## src/rtl/prio_vic_pkg.sv

```systemverilog
package prio_vic_pkg;
  localparam logic [1:0] ADDR_CTRL = 2'd0;
  localparam logic [1:0] ADDR_EN   = 2'd1;
  localparam logic [1:0] ADDR_FLAG = 2'd2;

  // lowest set bit of pend, returned as vector number (index + 1); 0 if none
  function automatic int unsigned lowest_vec(input logic [31:0] pend, input int unsigned n);
    int unsigned r;
    r = 0;
    for (int i = 31; i >= 0; i--) begin
      if (i < int'(n) && pend[i]) r = i + 1;
    end
    return r;
  endfunction
endpackage

```

## src/rtl/prio_vic_flags.sv

```systemverilog
module prio_vic_flags #(
  parameter int NE = 4
) (
  input  logic          clk,
  input  logic          rst_n,
  input  logic [NE-1:0] evt_i,
  input  logic [NE-1:0] w1c_i,
  input  logic [NE-1:0] ack_clr_i,
  output logic [NE-1:0] flags_o
);
  logic [NE-1:0] flags_q;

  // clears act first, new events last, so no event is lost
  always_ff @(posedge clk) begin
    if (!rst_n) flags_q <= '0;
    else        flags_q <= (flags_q & ~w1c_i & ~ack_clr_i) | evt_i;
  end

  assign flags_o = flags_q;

  AST_EVT_CAPTURED: assert property (@(posedge clk) disable iff (!rst_n)
    (|evt_i) |=> ((flags_q & $past(evt_i)) == $past(evt_i)));
  AST_NO_SPONT_FLAG: assert property (@(posedge clk) disable iff (!rst_n)
    ((flags_q & ~$past(flags_q) & ~$past(evt_i)) == '0));
endmodule

```

## src/rtl/prio_vic_arbiter.sv

```systemverilog
module prio_vic_arbiter
  import prio_vic_pkg::*;
#(
  parameter int N  = 7,
  parameter int VW = 3
) (
  input  logic [N-1:0]  pend_i,
  output logic [VW-1:0] win_o,
  output logic          any_o
);
  logic [31:0] pend_ext;

  assign pend_ext = 32'(pend_i);
  assign win_o    = VW'(lowest_vec(pend_ext, N));
  assign any_o    = |pend_i;
endmodule

```

## src/rtl/prio_vic.sv

```systemverilog
module prio_vic
  import prio_vic_pkg::*;
#(
  parameter int NE = 4,
  parameter int NC = 3,
  parameter int DW = 8,
  localparam int NSRC = NE + NC,
  localparam int VW = $clog2(NSRC + 1)
) (
  input  logic          clk,
  input  logic          rst_n,
  input  logic [NE-1:0] src_evt_i,
  input  logic [NC-1:0] src_cond_i,
  input  logic          reg_we_i,
  input  logic [1:0]    reg_addr_i,
  input  logic [DW-1:0] reg_wdata_i,
  output logic [DW-1:0] reg_rdata_o,
  output logic          irq_o,
  output logic [VW-1:0] irq_vec_o,
  input  logic          irq_ack_i,
  input  logic          irq_ret_i
);
  logic            gie_q, irq_q, blk_q;
  logic [NSRC-1:0] en_q;
  logic [VW-1:0]   vec_q;
  logic [NE-1:0]   flags, w1c, ack_clr;
  logic [NSRC-1:0] pend;
  logic [VW-1:0]   win;
  logic            any_pend;

  // named events for the assertions
  logic wr_ctrl, clr_gie, set_gie, ack_take, take;

  assign wr_ctrl  = reg_we_i && (reg_addr_i == ADDR_CTRL);
  assign clr_gie  = wr_ctrl && !reg_wdata_i[0];
  assign set_gie  = wr_ctrl && reg_wdata_i[0];
  assign ack_take = irq_q && irq_ack_i;
  assign w1c      = (reg_we_i && reg_addr_i == ADDR_FLAG) ? reg_wdata_i[NE-1:0] : '0;

  genvar g;
  generate
    for (g = 0; g < NE; g++) begin : g_ackclr
      assign ack_clr[g] = ack_take && (vec_q == VW'(g + 1));
    end
  endgenerate

  prio_vic_flags #(.NE(NE)) u_flags (
    .clk(clk), .rst_n(rst_n), .evt_i(src_evt_i), .w1c_i(w1c),
    .ack_clr_i(ack_clr), .flags_o(flags)
  );

  assign pend = {src_cond_i, flags} & en_q;

  prio_vic_arbiter #(.N(NSRC), .VW(VW)) u_arb (
    .pend_i(pend), .win_o(win), .any_o(any_pend)
  );

  assign take = !irq_q && gie_q && !clr_gie && !irq_ret_i && !blk_q && any_pend;

  always_ff @(posedge clk) begin
    if (!rst_n) begin
      gie_q <= 1'b0;
      en_q  <= '0;
      irq_q <= 1'b0;
      vec_q <= '0;
      blk_q <= 1'b0;
    end else begin
      blk_q <= irq_ret_i;
      if (reg_we_i && reg_addr_i == ADDR_EN) en_q <= reg_wdata_i[NSRC-1:0];
      if (clr_gie)        gie_q <= 1'b0;
      else if (set_gie)   gie_q <= 1'b1;
      else if (ack_take)  gie_q <= 1'b0;
      else if (irq_ret_i) gie_q <= 1'b1;
      if (clr_gie || ack_take) begin
        irq_q <= 1'b0;
        vec_q <= '0;
      end else if (take) begin
        irq_q <= 1'b1;
        vec_q <= win;
      end
    end
  end

  always_comb begin
    reg_rdata_o = '0;
    case (reg_addr_i)
      ADDR_CTRL: reg_rdata_o[0] = gie_q;
      ADDR_EN:   reg_rdata_o = DW'(en_q);
      ADDR_FLAG: reg_rdata_o = DW'(flags);
      default:   reg_rdata_o = '0;
    endcase
  end

  assign irq_o     = irq_q;
  assign irq_vec_o = vec_q;

  AST_ENTRY_CLEARS_GIE: assert property (@(posedge clk) disable iff (!rst_n)
    (ack_take && !set_gie) |=> !gie_q);
  AST_RET_GUARD: assert property (@(posedge clk) disable iff (!rst_n)
    (irq_ret_i && !irq_q) |=> !irq_q ##1 !irq_q);
  AST_CLR_GIE_NOW: assert property (@(posedge clk) disable iff (!rst_n)
    clr_gie |=> (!irq_q && !gie_q));
  AST_REQ_HELD: assert property (@(posedge clk) disable iff (!rst_n)
    (irq_q && !irq_ack_i && !clr_gie) |=> (irq_q && $stable(vec_q)));
  AST_TAKE_NEEDS_GIE: assert property (@(posedge clk) disable iff (!rst_n)
    $rose(irq_q) |-> $past(gie_q));
  AST_VEC_VALID: assert property (@(posedge clk) disable iff (!rst_n)
    irq_q |-> (vec_q != '0 && int'(vec_q) <= NSRC));
endmodule

```

## config.mk

```make
export PLATFORM = sky130hd
export DESIGN_NAME = prio_vic
export DESIGN_NICKNAME = d
export VERILOG_FILES = /design/src/rtl/prio_vic_pkg.sv /design/src/rtl/prio_vic_flags.sv /design/src/rtl/prio_vic_arbiter.sv /design/src/rtl/prio_vic.sv
export SDC_FILE = /design/constraint.sdc
export NUM_CORES = 1
export LEC_CHECK = 0
export ABC_AREA = 1
export BUFFER_PORTS_ARGS = -buffer_cell sky130_fd_sc_hd__buf_2
export CORE_MARGIN = 2
export CORE_UTILIZATION = 43
export DETAILED_ROUTE_END_ITERATION = 7
export HOLD_SLACK_MARGIN = 0.1
export PLACE_DENSITY = 0.74
export SYNTH_ARGS = -nofsm -noshare
export SYNTH_HDL_FRONTEND = slang
export SYNTH_SLANG_ARGS = --single-unit
```

## constraint.sdc

```tcl
create_clock -name clk -period 0.8 [get_ports clk]
set_input_delay 0.04 -clock clk [delete_from_list [all_inputs] [get_ports clk]]
set_output_delay 0.04 -clock clk [all_outputs]
set_load 0.05 [all_outputs]
```

==> metrics, run 1 <==
Lkg Pwr=0.899 nW; power share of the clock group=0.225; Top Ports=34; startpoint types=flop; sequential share of power=0.423; Crit. End Element=output port; dominant synthesized flop cell=dfxtp_1; Final Non-Filler Cells=244; WL/cell=19.1 um; # hold bufs at CTS=12; post-synth top area share=0.366; Core ar.=2000 um^2; flops & latches, synth=17; crit path max fanout=2; top post-synthesis cells by area=dfxtp_1 37%, nand2_1 14%, nor2_1 11%; R2R Path Start=en_q[0]; Switch Pwr=0.000778 W; worst skew pair latency=0.30 ns; Fin Clk Skew=0.000513 ns; Final Max Slew Viols=0; Yosys top cell by area=dfxtp_1; VDD IR max=1300 uV; combinational share of power=0.352; RSZ-0062 raised after global routing=yes; Crit path arrival time=1.18 ns; H-tree depth=1; Worst setup startpoint=en_q[0]; net count after synthesis=169; Setup-failing EPs final=27; Hold Crit Class=in2reg; final net count=244; Cell Area, Synth=931 um^2; IO Port Bufs=31; Synth-to-Final Area Change=103%; all-layer global routing usage=0.342; PwrDens=1180 nW/um^2; fillers=67; final worst-path cycle share=1.52; vias in the first global route=1370; CTS tree=built; hold wc startpoint=rst_n; wirelength, routed=4660 um; CTS max path bufs=2; Syn Inst Count=143; Die Wd=50.5 um; number of flops mapped to enable cells by yosys=0; final hold slack=0.0696 ns; yosys warns=0; Die Height=50.5 um; Mapped Avg Cell Area=6.51 um^2; Net Sw Frac=0.349; sequential area share after synthesis=0.366; total placed cells including tap cells=217; GPL Wtd Cong=0.854; Pint=0.00145 W; max cap viols=0; first-pass GRT wire length=6340 um; Max Clock Freq=820 MHz; status=finished with violations; Ant. Diodes=0; Finished Core Util=0.943; die area=2550 um^2; initial core utilization=0.465; largest net degree at the start of global routing=10; drt drc=0; final hold violations=0; post-DR vias/cell=5.82; clock slew at reported path FFs=0.11 ns; commonest cells after routing, fill and taps aside=21 x nand2_1, 21 x nor2_1, 20 x buf_2, 20 x buf_4; layout cells sized above 1=0.585; WS Path Type=reg2out; count of cell types in the netlist=20; 1st-iter DRT viols=89; clock sinks=17; clock buffer count from CTS=3; fin crit period=1.22 ns; # rows=16; async set or reset register ratio after synthesis=0; final worst setup slack=-0.420 ns; required time worst endpoint=0.76 ns; Detail Route Antenna Nets=0; grt total ovfl=0; antenna violations before repair=0; detailed placer's ending HPWL=2280 um; failing checks=setup timing; first drt pass iteration count=5; DR vias=1419; root buffer cell=clkbuf_4
==> per-stage QoR <==
stage | cell area [um^2] | setup WS [ns] | TNS, ns | power, W
after floorplan | 1070 | -0.202 | -2.00 | 0.00124
after global placement | 1390 | -0.268 | -5.15 | 0.00144
after detailed placement | 1390 | -0.323 | -6.20 | 0.00146
after CTS | 1770 | -0.392 | -4.15 | 0.00209
after global routing | 1890 | -0.462 | -7.11 | 0.00230
final | 1890 | -0.420 | -6.57 | 0.00223
==> power by group through the flow <==
stage / clock [W] / sequential [W] / combinational (W)
after floorplan: 0 / 0.000963 / 0.000281
after global placement: 0 / 0.000945 / 0.000492
after detailed placement: 0 / 0.000948 / 0.000512
after CTS: 0.000483 / 0.000937 / 0.000671
after global routing: 0.000536 / 0.000945 / 0.000819
final: 0.000500 / 0.000942 / 0.000785
==> cell families after synthesis <==
group / count (synthesis) / synth area share
simple gates: 78 / 0.348
compound gates: 24 / 0.145
buf+inv: 19 / 0.0833
flops: 17 / 0.366
fa+ha+maj: 4 / 0.0538
other cells: 1 / 0.00403
==> critical path: stages, from the launching register on <==
cell and delay (ns):
dfxtp_2 0.37, nand2_2 0.06, a31o_4 0.24, clkinvlp_4 0.07, buf_8 0.13
==> sequential cells by signal, indices dropped and copies added, names as in the netlist <==
register and flops:
en_q 7, u_flags.flags_o 4, irq_vec_o 3, blk_q 1, gie_q 1, irq_o 1
==> area by class of cell <==
| class | count | area, um^2 | share of cell area |
|---|---|---|---|
| Sequential cell | 17 | 369 | 0.196 |
| Inverter | 15 | 72.6 | 0.0385 |
| Multi-Input combinational cell | 107 | 732 | 0.388 |
| Clock buffer | 4 | 26.3 | 0.0139 |
| Timing Repair Buffer | 74 | 653 | 0.346 |
| Tap cell | 27 | 33.8 | 0.0179 |
==> per-layer routing <==
metal  part of all wire  vias up  GRT usage  routed length [um]
met5                  0        -          0                   0
li1                   -      607          -                   -
met4              0.064        0      0.144                 298
met2               0.50      103      0.634                2320
met3              0.085       40     0.0774                 397
met1               0.35      669      0.369                1650
==> Yosys cell counts, drive strengths merged (3+ instances only) <==
library cell  count
inv              15
nor2             30
a31oi             4
ha                4
buf               3
dfxtp            17
nand3             7
nand2            37
nand4             4
a21oi             6
o21ai            12
==> worst paths after layout <==
kind	endpoint	slack (ns)	cells past startpoint
max	reg_rdata_o[0]	-0.42	4
min	gie_q	0.07	3
max reg2reg	irq_o	-0.41	8
min reg2reg	en_q[1]	0.53	2
==> what timing repair did <==
action	CTS	global route
pin swaps	16	7
endpoints found under the hold margin	13	1
setup endpoints to repair	22	27
setup buffers	6	5
resized for setup	67	25
Note: power is estimated with default switching activity, not from simulation.
==> run 2: changes to the inputs <==
--- a/config.mk
+++ b/config.mk
@@ -14,2 +14,3 @@
 export PLACE_DENSITY = 0.74
+export SLEW_MARGIN = 20
 export SYNTH_ARGS = -nofsm -noshare
==> constraint.sdc (replaced) <==
create_clock -name clk -period 0.8 [get_ports clk]
set_input_delay 0.12 -clock clk [delete_from_list [all_inputs] [get_ports clk]]
set_output_delay 0.12 -clock clk [all_outputs]
set_load 0.05 [all_outputs]
==> run 2 against run 1 <==
The flow still finishes with violations (setup timing); largest power group unchanged; first-iteration DRC count decreased by 18%; critical path type is now reg2reg; cell count fell by 2.5%; worst setup slack lost 0.12 ns; power shrank 2.1%.
==> metrics, run 2 (synthesis results as in run 1) <==
status=finished with violations; failing checks=setup timing; Ant. Diodes=0 (unchanged); Fin Clk Skew=0.00722 ns (+0.00671 ns); DR vias=1339 (-5.6%); required time worst endpoint=0.99 ns (+0.23 ns); Crit path arrival time=1.53 ns (+0.35 ns); Final Max Slew Viols=0 (unchanged); post-DR vias/cell=5.63 (-3.3%); Synth-to-Final Area Change=99.2%; crit path cell chain=buf_4, buf_6, nand2_4, inv_2, nor2_2, nand2_2, nand3_1, a21oi_1, nor2_1; H-tree depth=1 (unchanged); sequential share of power=0.434 (+0.011); clock sinks=17 (unchanged); 1st-iter DRT viols=73 (-18%); Net Sw Frac=0.349 (-0.000627); setup TNS=-5.90 ns (+0.672 ns); Crit. End Element=flop; layout cells sized above 1=0.635 (+0.0498); drt drc=0 (unchanged); vias in the first global route=1318 (-3.8%); Setup-failing EPs final=25 (-7.4%); total placed cells including tap cells=219 (+0.92%); R2R Path Start=en_q[0]; final worst setup slack=-0.541 ns (-0.121 ns); clock buffer count from CTS=3 (unchanged); commonest cells after routing, fill and taps aside=25 x buf_4, 19 x nand2_1, 18 x nor2_1, 18 x buf_2, 13 x nand2_2; all-layer global routing usage=0.297 (-0.0450); initial core utilization=0.465 (unchanged); Slowest-stage cell, CP=dfxtp_2; WL/cell=18.9 um (-0.84%); root buffer cell=clkbuf_4; Hold Crit Class=in2reg; IO Port Bufs=31 (unchanged); wirelength, routed=4510 um (-3.3%); Reg with most FFs=en_q; Die Wd=50.5 um (unchanged); clock slew at reported path FFs=0.11 ns (about the same); fillers=78 (+16%); Worst path max stage delay=0.36 ns (about the same); VDD IR max=1220 uV (-5.8%); final worst-path cycle share=1.68 (+0.152); antenna violations before repair=0 (unchanged); detailed placer's ending HPWL=2200 um (-3.2%); first drt pass iteration count=5 (unchanged); CTS tree=built; Switch Pwr=0.000761 W (-2.3%); Die Height=50.5 um (unchanged); largest net degree at the start of global routing=11 (+1); grt total ovfl=0 (unchanged); Top delay family on crit path=simple AND/OR/NAND/NOR gates; Top Ports=34 (unchanged); first-pass GRT wire length=5710 um (-9.9%); r2r endpoint=irq_vec_o[0]; combinational share of power=0.347 (-0.005); final net count=238 (-2.5%); CTS max path bufs=2 (unchanged); die area=2550 um^2 (unchanged); hold wc startpoint=irq_ret_i; crit path max fanout=2 (unchanged); startpoint types=flop; WS Path Type=reg2reg; Reg2Reg Setup Slack=-0.54 ns (-0.13 ns); final hold violations=0 (unchanged); max cap viols=0 (unchanged); Core ar.=2000 um^2 (unchanged); Max Clock Freq=746 MHz (-9.0%); PwrDens=1180 nW/um^2 (-0.36%); worst skew pair latency=0.29 ns (about the same); Pint=0.00142 W (-2.0%); Worst Hold Depth=4 (+1); Hold EP=blk_q; max reg flops=7 (unchanged); RSZ-0062 raised after global routing=yes; fin crit period=1.34 ns (+0.121 ns); Final Non-Filler Cells=238 (-2.5%); commonest non-fill, non-tap cell in the layout=buf_4; Lkg Pwr=0.850 nW (-5.5%); Detail Route Antenna Nets=0 (unchanged); GPL Wtd Cong=0.870 (+1.9%); power share of the clock group=0.219 (-0.006); buffer and inverter count on the worst path=3 (+1); # rows=16 (unchanged); Worst R2R Path Depth=9 (+1)
[run 2: cell types whose count changed in the layout (fill, tap and decap cells not counted), sizes merged]
cell / delta
clkbuf: -1
dlygate4sd3: -6
clkinv: +1
[run 2: per-stage QoR]
stage	hold slack [ns]	worst slack (ns)	util	instance area (um^2)	power, W
floorplan	0.213	-0.276	-	1090	0.00125
global placement	0.336	-0.493	0.709	1420	0.00145
detailed placement	0.350	-0.504	0.709	1420	0.00147
CTS	0.107	-0.459	0.866	1730	0.00205
global route	0.114	-0.621	0.926	1850	0.00226
finish	0.124	-0.541	0.926	1850	0.00218
[run 2: final cells by class]
class | instances | area [um^2] | share of cell area
Clock buffer | 3 | 22.5 | 0.0121
Timing Repair Buffer | 68 | 587 | 0.316
Clock inverter | 1 | 5.00 | 0.00270
Sequential cell | 17 | 370 | 0.200
Tap cell | 27 | 33.8 | 0.0182
Multi-Input combinational cell | 107 | 748 | 0.404
Inverter | 15 | 87.6 | 0.0472
[run 2: worst max-delay path by stage]
stage                             startpoint  cells past startpoint  slack, ns        endpoint
after floorplan                reg_addr_i[0]                      4      -0.28  reg_rdata_o[1]
after global placement         reg_addr_i[1]                      7      -0.49  reg_rdata_o[0]
after detailed placement       reg_addr_i[1]                      7      -0.50  reg_rdata_o[0]
after CTS                 u_flags.flags_o[0]                      4      -0.46  reg_rdata_o[0]
after global routing                 en_q[0]                      9      -0.62    irq_vec_o[0]
final                                en_q[0]                      9      -0.54    irq_vec_o[0]
[run 2: metal layers]
metal,vias to the layer above,GRT usage,share of wire
li1,595,-,-
met2,91,0.557,0.51
met3,28,0.0387,0.068
met4,0,0.0991,0.049
met5,-,0,0
met1,625,0.344,0.37
[run 2: power by group through the flow]
| stage | clock network [W] | logic (W) | registers, W |
|---|---|---|---|
| after floorplan | 0 | 0.000291 | 0.000962 |
| after global placement | 0 | 0.000503 | 0.000949 |
| after detailed placement | 0 | 0.000521 | 0.000950 |
| after CTS | 0.000473 | 0.000643 | 0.000937 |
| after global routing | 0.000517 | 0.000792 | 0.000949 |
| final | 0.000478 | 0.000756 | 0.000946 |
[run 2: what timing repair did]
item / in CTS / in global routing
setup endpoints to repair: 27 / 27
hold buffers: 6 / 0
setup buffers: 6 / 3
resized for setup: 63 / 31
pin swaps: 13 / 11
cloned: 0 / 0
endpoints found under the hold margin: 6 / 0
[run 2: tightest hold or removal path, cell delays in order]
cell and delay (ns):
buf_2 0.09, buf_4 0.10, nand2_1 0.04, inv_1 0.04
